<file path="src/rtl/lstat_pkg.sv">
package lstat_pkg;

  // Word addresses of the statistics map
  localparam int unsigned CTRL_WORD     = 32'h0B0;
  localparam int unsigned LINK_WORD     = 32'h0B1;
  localparam int unsigned IRQ_BASE_WORD = 32'h0B4;

  // Bit of the control word that clears all counters
  localparam int unsigned CLR_BIT = 0;

  // Saturating step: advance by one unless already at the limit
  function automatic logic [31:0] sat_step(input logic [31:0] cur,
                                           input logic [31:0] lim);
    return (cur >= lim) ? lim : cur + 32'd1;
  endfunction

  // Word index that holds interrupt counter idx
  function automatic int unsigned irq_word_of(input int unsigned idx);
    return IRQ_BASE_WORD + idx / 2;
  endfunction

endpackage

</file>
<file path="src/rtl/lstat_edge.sv">
module lstat_edge #(
  parameter int W = 1
) (
  input  logic         clk,
  input  logic         rst_n,
  input  logic [W-1:0] sig,
  output logic [W-1:0] rise
);
  logic [W-1:0] sig_q;

  always_ff @(posedge clk) begin
    if (!rst_n) sig_q <= '0;
    else        sig_q <= sig;
  end

  assign rise = sig & ~sig_q;
endmodule

</file>
<file path="src/rtl/lstat_counter.sv">
module lstat_counter #(
  parameter int CNT_W = 16
) (
  input  logic             clk,
  input  logic             rst_n,
  input  logic             clr,
  input  logic             inc,
  output logic [CNT_W-1:0] cnt
);
  import lstat_pkg::*;

  localparam logic [31:0] LIMIT = 32'((64'd1 << CNT_W) - 64'd1);

  always_ff @(posedge clk) begin
    if (!rst_n)   cnt <= '0;
    else if (clr) cnt <= '0;
    else if (inc) cnt <= CNT_W'(sat_step(32'(cnt), LIMIT));
  end
endmodule

</file>
<file path="src/rtl/lstat_regfile.sv">
module lstat_regfile #(
  parameter int NUM_SRC = 8,
  parameter int CNT_W   = 16,
  parameter int ADDR_W  = 12,
  parameter int DATA_W  = 32
) (
  input  logic                     clk,
  input  logic                     rst_n,
  input  logic [ADDR_W-1:0]        reg_addr,
  input  logic                     reg_wr,
  input  logic [DATA_W-1:0]        reg_wdata,
  input  logic [CNT_W-1:0]         link_cnt,
  input  logic [NUM_SRC*CNT_W-1:0] irq_cnt_flat,
  output logic                     stat_clr,
  output logic [DATA_W-1:0]        reg_rdata
);
  import lstat_pkg::*;

  localparam int FIELD_W   = DATA_W / 2;
  localparam int NUM_WORDS = NUM_SRC / 2;

  logic [DATA_W-1:0] irq_word [NUM_WORDS];
  logic [DATA_W-1:0] rd_nxt;

  // Pack an even/odd pair of counters into one word
  for (genvar k = 0; k < NUM_WORDS; k++) begin : g_pack
    assign irq_word[k] = {FIELD_W'(irq_cnt_flat[(2*k+1)*CNT_W +: CNT_W]),
                          FIELD_W'(irq_cnt_flat[(2*k)*CNT_W +: CNT_W])};
  end

  assign stat_clr = reg_wr && (reg_addr == ADDR_W'(CTRL_WORD)) && reg_wdata[CLR_BIT];

  always_comb begin
    rd_nxt = '0;
    if (reg_addr == ADDR_W'(LINK_WORD)) rd_nxt = DATA_W'(link_cnt);
    for (int k = 0; k < NUM_WORDS; k++) begin
      if (reg_addr == ADDR_W'(IRQ_BASE_WORD + k)) rd_nxt = irq_word[k];
    end
  end

  always_ff @(posedge clk) begin
    if (!rst_n) reg_rdata <= '0;
    else        reg_rdata <= rd_nxt;
  end

  logic unused_wdata;
  assign unused_wdata = ^reg_wdata;
endmodule

</file>
<file path="src/rtl/link_evt_stats.sv">
module link_evt_stats #(
  parameter int NUM_SRC = 8,
  parameter int CNT_W   = 16,
  parameter int ADDR_W  = 12,
  parameter int DATA_W  = 32
) (
  input  logic               clk,
  input  logic               rst_n,
  input  logic               link_en,
  input  logic [NUM_SRC-1:0] irq_src,
  input  logic [ADDR_W-1:0]  reg_addr,
  input  logic               reg_wr,
  input  logic [DATA_W-1:0]  reg_wdata,
  output logic [DATA_W-1:0]  reg_rdata
);
  // Named internal events, brought out for the checker
  logic                     link_evt;
  logic [NUM_SRC-1:0]       irq_rise;
  logic [NUM_SRC-1:0]       irq_evt;
  logic                     stat_clr;
  logic [CNT_W-1:0]         link_cnt;
  logic [NUM_SRC*CNT_W-1:0] irq_cnt_flat;

  lstat_edge #(.W(1)) u_link_edge (
    .clk(clk), .rst_n(rst_n), .sig(link_en), .rise(link_evt)
  );

  lstat_edge #(.W(NUM_SRC)) u_irq_edge (
    .clk(clk), .rst_n(rst_n), .sig(irq_src), .rise(irq_rise)
  );

  // Interrupt edges only count while the link is up
  assign irq_evt = irq_rise & {NUM_SRC{link_en}};

  lstat_counter #(.CNT_W(CNT_W)) u_link_cnt (
    .clk(clk), .rst_n(rst_n), .clr(stat_clr), .inc(link_evt), .cnt(link_cnt)
  );

  for (genvar i = 0; i < NUM_SRC; i++) begin : g_irq_cnt
    lstat_counter #(.CNT_W(CNT_W)) u_cnt (
      .clk(clk), .rst_n(rst_n), .clr(stat_clr), .inc(irq_evt[i]),
      .cnt(irq_cnt_flat[i*CNT_W +: CNT_W])
    );
  end

  lstat_regfile #(
    .NUM_SRC(NUM_SRC), .CNT_W(CNT_W), .ADDR_W(ADDR_W), .DATA_W(DATA_W)
  ) u_regs (
    .clk(clk), .rst_n(rst_n), .reg_addr(reg_addr), .reg_wr(reg_wr),
    .reg_wdata(reg_wdata), .link_cnt(link_cnt), .irq_cnt_flat(irq_cnt_flat),
    .stat_clr(stat_clr), .reg_rdata(reg_rdata)
  );
endmodule

</file>
<file path="config.mk">
export PLATFORM = sky130hd
export DESIGN_NAME = link_evt_stats
export DESIGN_NICKNAME = d
export VERILOG_FILES = /design/src/rtl/lstat_pkg.sv /design/src/rtl/lstat_edge.sv /design/src/rtl/lstat_counter.sv /design/src/rtl/lstat_regfile.sv /design/src/rtl/link_evt_stats.sv
export SDC_FILE = /design/constraint.sdc
export NUM_CORES = 1
export LEC_CHECK = 0
export BUFFER_PORTS_ARGS = -buffer_cell sky130_fd_sc_hd__buf_2
export CAP_MARGIN = 40
export CORE_UTILIZATION = 30
export CTS_CLUSTER_DIAMETER = 30
export CTS_CLUSTER_SIZE = 24
export DETAILED_ROUTE_END_ITERATION = 8
export PLACE_DENSITY = 0.55
export SETUP_SLACK_MARGIN = 0.5
export SLEW_MARGIN = 5
export SYNTH_ARGS = -nofsm -noshare
export SYNTH_HDL_FRONTEND = slang
export SYNTH_SLANG_ARGS = --single-unit
</file>
<file path="constraint.sdc">
create_clock -name clk -period 2 [get_ports clk]
set_clock_uncertainty 0.15 [all_clocks]
set_input_delay 0.1 -clock clk [delete_from_list [all_inputs] [get_ports clk]]
set_output_delay 0.1 -clock clk [all_outputs]
set_load 0.02 [all_outputs]
</file>
==> results by group, run 1 <==
Run status
  • Status: complete, but fails checks
  • Failing checks: setup timing

Power
  • Tot Pwr: between 8 and 9 mW
  • Leakage: 5.57 nW
  • Worst IR Drop VDD: 0.000623 V
  • PD cells: 547 nW/µm²

Floorplan
  • Die footprint: between 30000 and 40000 µm²
  • IO Count: 88
  • Row cnt: 64
  • Initial Util: 0.309
  • Core Box Area: 30900 µm²
  • Die H: 180 µm
  • Die width: 180 µm

Timing
  • # setup viols final: 2
  • RSZ-0062 raised after global routing: yes
  • Worst-margin pin slew: 0.419 ns
  • Highest Clock Rate: roughly 500 MHz
  • WHS: 0.0743 ns
  • Max-slew violations: 0
  • Slew margin rel.: 0.718
  • Final setup margin: -0.0191 ns
  • Final hold violations: 0
  • Final worst path period need: 2.02 ns
  • Final period util: 1.01
  • TNS Setup: -0.0249 ns

Clock network
  • Depth of the CTS H-tree: 4
  • Clk slew on worst S/H paths: roughly 0.07 ns
  • CTS tree: built
  • Root Buffer: clkbuf_16
  • Total CTS buffers: 17
  • # clock sinks: roughly 190
  • Clock Latency Late Sink: roughly 0.44 ns
  • Clk buf depth: 2

Synth
  • Syn nets: 1179
  • Number of synthesized register bits: roughly 190
  • Yosys cell types: 53
  • Post-Syn Instances: 1114
  • Warnings from Yosys: 0
  • Post-synth EDFFs: 0
  • Mean Syn Cell Area: about 8.6 µm²
  • Syn Std Cell Area: 9550 µm²
  • Synth Flop Type: dfxtp_1
  • Ys async rst share: 0
  • Seq/Total Area, Yosys: 0.388

Placement
  • Final Wtd Congestion: 0.856
  • Hpwl dp: 21200 µm
  • Buffers on Ports: 56

Drt
  • Drt initial violations: 682
  • Via count: 9788
  • # DRC: 0
  • DRT Wirelength: 33300 µm
  • Final ANT Viol Nets: 0
  • Drt pass-1 iters: 5
  • Vias per inst: 5.48
  • DR WL/cell: 18.6 µm

Cells and area
  • Antenna diodes: 0
  • Layout cell share with drive strength beyond 1: 0.493
  • Area Overhead vs Synth: 59.4%
  • Fillers: 2829
  • Storage cell area: ~3800 µm²
  • Post-layout nets: 1443
  • Multi-input logic area: a little over 7000 µm²
  • Layout Utilization: 0.492

Global routing
  • Largest net degree at the start of global routing: 34
  • Initial antenna violation count: 0
  • Vias in the first global route: roughly 9600
  • Gr ovfl total: 0
  • Total GRT Usage: 0.199
  • First-pass GRT wire length: roughly 52000 µm

Hold path
  • Hold Crit Class: in -> reg

Setup path
  • Startpoint types: flop
  • CP Class: reg -> reg
  • Crit path capture type: flop
  • CP Max Fanout: 6
  • WP data required: approximately 2.2 ns
  • Critical path arrival: 2.25 ns

Flow run
  • Max-cap violations: 0
-- registers in the layout, summed over array words and instances, names as in the netlist --
register and cells:
g_irq_cnt.u_cnt.cnt 128, u_link_edge.sig_q 1, u_link_cnt.cnt 16, u_regs.reg_rdata 32, u_irq_edge.sig_q 8
-- placed cells by master (no fill, tap or decap), types with 12 or more instances in the layout --
cell and n:
xor2_1 23, dlygate4sd3_1 12, clkbuf_16 17, nand4_1 36, nor2_1 55, nor3_2 16
buf_16 13, a31oi_1 20, buf_6 41, nand3_1 36, o211a_1 17, nand2_1 43
dfxtp_1 123, buf_12 22, nor3_1 17, nor3_4 14, a22oi_2 17, a21oi_1 15
o2bb2ai_1 16, inv_1 24, buf_4 170, nor2b_1 23, a22oi_1 16, buf_2 55
nor4_4 15, dfxtp_2 41, dfxtp_4 21, mux2_2 16, or3_1 14, mux2i_1 25
xnor2_1 55, a21oi_2 82, o21ai_0 50
-- stage by stage --
stage               setup WS [ns]  cell area (µm²)  std cells
floorplan                 -0.0358            10200       1114
global placement           -0.113            11700       1632
detailed placement         -0.142            11700       1632
CTS                        0.0275            14300       1765
global route              -0.0909            15200       1786
finish                    -0.0191            15200       1786
-- repair_timing --
item | CTS | global route
gates resized for setup | 229 | 153
hold buffers | 12 | 0
gates cloned | 20 | 0
buffers inserted | 70 | 21
hold endpoints to repair | 9 | 0
pin swaps | 79 | 87
endpoints found under the setup margin | 176 | 176
-- power by group --
group	leakage, nW	switching [mW]	total (mW)	internal [mW]
clock	0.306	1.53	3.82	2.29
sequential	1.53	0.0319	3.73	3.70
combinational	3.73	0.388	0.779	0.392
-- critical path, stage by stage (launching register included) --
cell	delay, ns
dfxtp_2	0.35
ha_4	0.13
nand4b_1	0.11
or4_4	0.58
or3_4	0.46
a31oi_1	0.17
-- path summary, 6_finish.rpt --
check / startpoint / end / slack [ns] / depth (start not counted)
setup reg to reg: g_irq_cnt[2].u_cnt.cnt[0] / g_irq_cnt[2].u_cnt.cnt[13] / -0.02 / 5
setup / recovery: g_irq_cnt[2].u_cnt.cnt[0] / g_irq_cnt[2].u_cnt.cnt[13] / -0.02 / 5
hold reg to reg: g_irq_cnt[4].u_cnt.cnt[14] / g_irq_cnt[4].u_cnt.cnt[14] / 0.33 / 1
hold / removal: rst_n / u_irq_edge.sig_q[3] / 0.07 / 3
-- logic make-up after synthesis --
family	count (synthesis)	synth area share
multiplexers	42	0.0461
buffers and inverters	104	0.0459
AND/OR/NAND/NOR	412	0.246
adder cells (fa/ha/maj)	9	0.0118
AO/OA/AOI/OAI	284	0.191
flip-flops	185	0.388
XOR/XNOR	78	0.0716
-- per-layer routing --
layer / track usage / up-vias / wire [µm] / share of wire
met5: 0 / - / 0 / 0
met4: 0.0523 / 0 / 769 / 0.023
met3: 0.0287 / 47 / 1160 / 0.035
met2: 0.344 / 226 / 16300 / 0.49
met1: 0.257 / 4804 / 15100 / 0.45
li1: - / 4711 / - / -
-- cells in the mapped netlist (all sizes together), types with 24 or more instances --
master | number | area (µm²)
clkbuf | 52 | 195
a22oi | 33 | 248
dfxtp | 185 | 3700
nand4 | 36 | 225
nor3 | 47 | 235
a21oi | 101 | 505
mux2i | 26 | 260
nand3 | 48 | 240
nor4 | 32 | 213
xnor2 | 55 | 482
o21ai | 52 | 264
inv | 24 | 90.1
a31oi | 24 | 150
buf | 27 | 149
nand2 | 47 | 176
nor2 | 64 | 243
-- final cells by class --
type / count / area share
sequential: 185 / 0.252
timing repair buffer: 319 / 0.199
clock buffer: 21 / 0.0303
multi-input combinational: 830 / 0.468
clock inverter: 10 / 0.0125
tap: 396 / 0.0326
inverter: 25 / 0.00617
(Power assumes the default switching activity.)
==> inputs of run 2 (changes only) <==
RECOVER_POWER = 100   (was not set)
==> results by group, run 2 (synthesis results as in run 1) <==
Timing
  • Final period util: 1.01 (about the same)
  • RSZ-0062 raised after global routing: yes (unchanged)
  • Max-slew violations: 0 (unchanged)
  • TNS Setup: -0.187 ns (was -0.0249 ns)
  • # setup viols final: 13 (was 2)
  • Final worst path period need: 2.02 ns (about the same)
  • Final hold violations: 0 (unchanged)
  • Worst-margin pin slew: 0.570 ns (was 0.419 ns)
  • Final setup margin: -0.0247 ns (was -0.0191 ns)
  • Slew margin rel.: 0.620 (was 0.718)
  • Highest Clock Rate: 494 MHz (was 495 MHz)

Clock network
  • Total CTS buffers: 17 (unchanged)
  • Clock Latency Late Sink: 0.44 ns (about the same)
  • Clk slew on worst S/H paths: 0.07 ns (about the same)
  • Depth of the CTS H-tree: 4 (unchanged)
  • Clk buf depth: 2 (unchanged)
  • # clock sinks: 185 (unchanged)
  • CTS tree: built (unchanged)
  • Root Buffer: clkbuf_16 (unchanged)

Hold path
  • Hold Crit Class: in -> reg (unchanged)
  • Hold EP: g_irq_cnt[3].u_cnt.cnt[0] (was u_irq_edge.sig_q[3])
  • Hold Crit Depth: 4 (was 3)
  • Worst Min Path Start: irq_src[3] (was rst_n)

Cells and area
  • Most frequent cells in the layout: buf_4 (170), dfxtp_1 (123), a21oi_2 (68) (was buf_4 (170), dfxtp_1 (123), a21oi_2 (82))
  • Antenna diodes: 0 (unchanged)
  • Post-layout nets: 1443 (unchanged)
  • Layout cell share with drive strength beyond 1: 0.436 (was 0.493)
  • Fin area: 14600 µm² (was 15200 µm²)
  • Biggest regs: g_irq_cnt.u_cnt.cnt (128), u_regs.reg_rdata (32), u_link_cnt.cnt (16) (unchanged)
  • Max reg flops: 128 (unchanged)
  • Multi-input logic area: 6950 µm² (was 7120 µm²)
  • Most common cell after layout, fill and taps aside: buf_4 (unchanged)
  • Biggest register: g_irq_cnt.u_cnt.cnt (unchanged)
  • Storage cell area: 3830 µm² (unchanged)
  • Area Overhead vs Synth: 52.6% (was 59.4%)
  • Fillers: 2923 (was 2829)

Global routing
  • Gr ovfl total: 0 (unchanged)
  • Total GRT Usage: 0.199 (unchanged)
  • Largest net degree at the start of global routing: 34 (unchanged)
  • Initial antenna violation count: 0 (unchanged)
  • Vias in the first global route: 9584 (unchanged)
  • First-pass GRT wire length: 51700 µm (unchanged)

Power
  • Leakage: 5.21 nW (was 5.57 nW)
  • Worst IR Drop VDD: 0.000594 V (was 0.000623 V)
  • PD cells: 563 nW/µm² (was 547 nW/µm²)

Placement
  • Buffers on Ports: 56 (unchanged)
  • Area after DPL: 11700 µm² (unchanged)
  • Final Wtd Congestion: 0.856 (unchanged)
  • Hpwl dp: 21200 µm (unchanged)

Drt
  • Drt pass-1 iters: 5 (unchanged)
  • Drt initial violations: 650 (was 682)
  • Final ANT Viol Nets: 0 (unchanged)
  • Vias per inst: 5.48 (about the same)
  • Via count: 9780 (was 9788)
  • # DRC: 0 (unchanged)
  • DRT Wirelength: 33300 µm (about the same)
  • DR WL/cell: 18.7 µm (was 18.6 µm)

Floorplan
  • Die width: 180 µm (unchanged)
  • Row cnt: 64 (unchanged)
  • IO Count: 88 (unchanged)
  • Die H: 180 µm (unchanged)
  • Die footprint: 32500 µm² (unchanged)
  • Initial Util: 0.309 (unchanged)
  • Core Box Area: 30900 µm² (unchanged)

Setup path
  • CP Class: in -> reg (was reg -> reg)
  • Critical Path Slowest Stage Cell: or4b_1 (was or4_4)
  • FF-to-FF path depth: 5 (unchanged)
  • Startpoint types: input port (was flop)
  • Critical path arrival: 2.18 ns (was 2.25 ns)
  • Reg2Reg Capture Point: g_irq_cnt[2].u_cnt.cnt[13] (unchanged)
  • Sequence of cells on the critical path: buf_8 -> or4b_1 -> or3_1 -> o21ai_4 -> clkbuf_1 -> clkbuf_1 -> buf_16 -> buf_12 -> a31oi_4 (was ha_4 -> nand4b_1 -> or4_4 -> or3_4 -> a31oi_1)
  • FF-to-FF setup slack: -0.02 ns (about the same)
  • CP Max Fanout: 7 (was 6)
  • Worst r2r src: g_irq_cnt[2].u_cnt.cnt[0] (unchanged)
  • Max incr delay on CP: 0.59 ns (was 0.58 ns)
  • Most used cell, CP: clkbuf_1
  • Crit path capture type: flop (unchanged)
  • WP data required: 2.15 ns (was 2.23 ns)

Run status
  • Status: complete, but fails checks (unchanged)
  • Failing checks: setup timing (unchanged)

Flow run
  • Max-cap violations: 0 (unchanged)
run 2: worst max path at each step:
stage | startpoint | to | slack, ns | cells past startpoint
after floorplan | g_irq_cnt[2].u_cnt.cnt[1] | g_irq_cnt[2].u_cnt.cnt[11] | -0.04 | 6
final | reg_addr[9] | g_irq_cnt[4].u_cnt.cnt[13] | -0.02 | 9
after global placement | reg_addr[6] | g_irq_cnt[4].u_cnt.cnt[4] | -0.11 | 7
after CTS | g_irq_cnt[1].u_cnt.cnt[1] | g_irq_cnt[1].u_cnt.cnt[13] | 0.03 | 5
after global routing | g_irq_cnt[2].u_cnt.cnt[0] | g_irq_cnt[2].u_cnt.cnt[10] | -0.09 | 6
after detailed placement | reg_addr[6] | g_irq_cnt[4].u_cnt.cnt[2] | -0.14 | 7
run 2: layer usage:
layer	part of all wire	track usage	vias to the layer above	routed length, µm
li1	-	-	4710	-
met1	0.45	0.257	4775	14900
met2	0.49	0.344	245	16300
met3	0.038	0.0287	50	1250
met4	0.024	0.0523	0	790
met5	0	0	-	0
run 2: cell type report:
type                    count  share of cell area
repair buffers            319               0.175
clock buffers              21              0.0316
inverters                  25             0.00644
clock inverters            10              0.0131
multi-input cells         830               0.477
flip-flops and latches    185               0.263
well taps                 396              0.0340
run 2: stage by stage:
step                      power [mW]  utilization  cells  setup slack [ns]  hold WS [ns]
final                           8.20        0.471   1786           -0.0247        0.0750
after floorplan                 4.13            -   1114           -0.0358        0.0717
after global routing            8.45        0.471   1786           -0.0909         0.112
after CTS                       8.30        0.462   1765            0.0275        0.0428
after detailed placement        4.33        0.379   1632            -0.142         0.186
after global placement          4.33        0.379   1632            -0.113         0.181
run 2: where the power goes:
part           total (mW)  leakage (nW)  internal [mW]  switching [mW]
logic               0.665          3.37          0.303           0.362
clock network        3.81         0.306           2.29            1.52
registers            3.73          1.53           3.70          0.0320
total                8.20          5.21           6.29            1.91
run 2: repair_timing:
action	CTS	global route
hold endpoints to repair	9	0
hold buffers	12	0
gates cloned	20	0
setup endpoints to repair	176	176
pin swaps	79	87
gates resized for setup	229	153
setup buffers	70	21
run 2: critical path: cells and delay by family:
kind | cells | cell delay, ns
AOI/OAI and AO/OA | 2 | 0.20
buffers and inverters | 5 | 0.86
and+or+nand+nor | 2 | 1.00
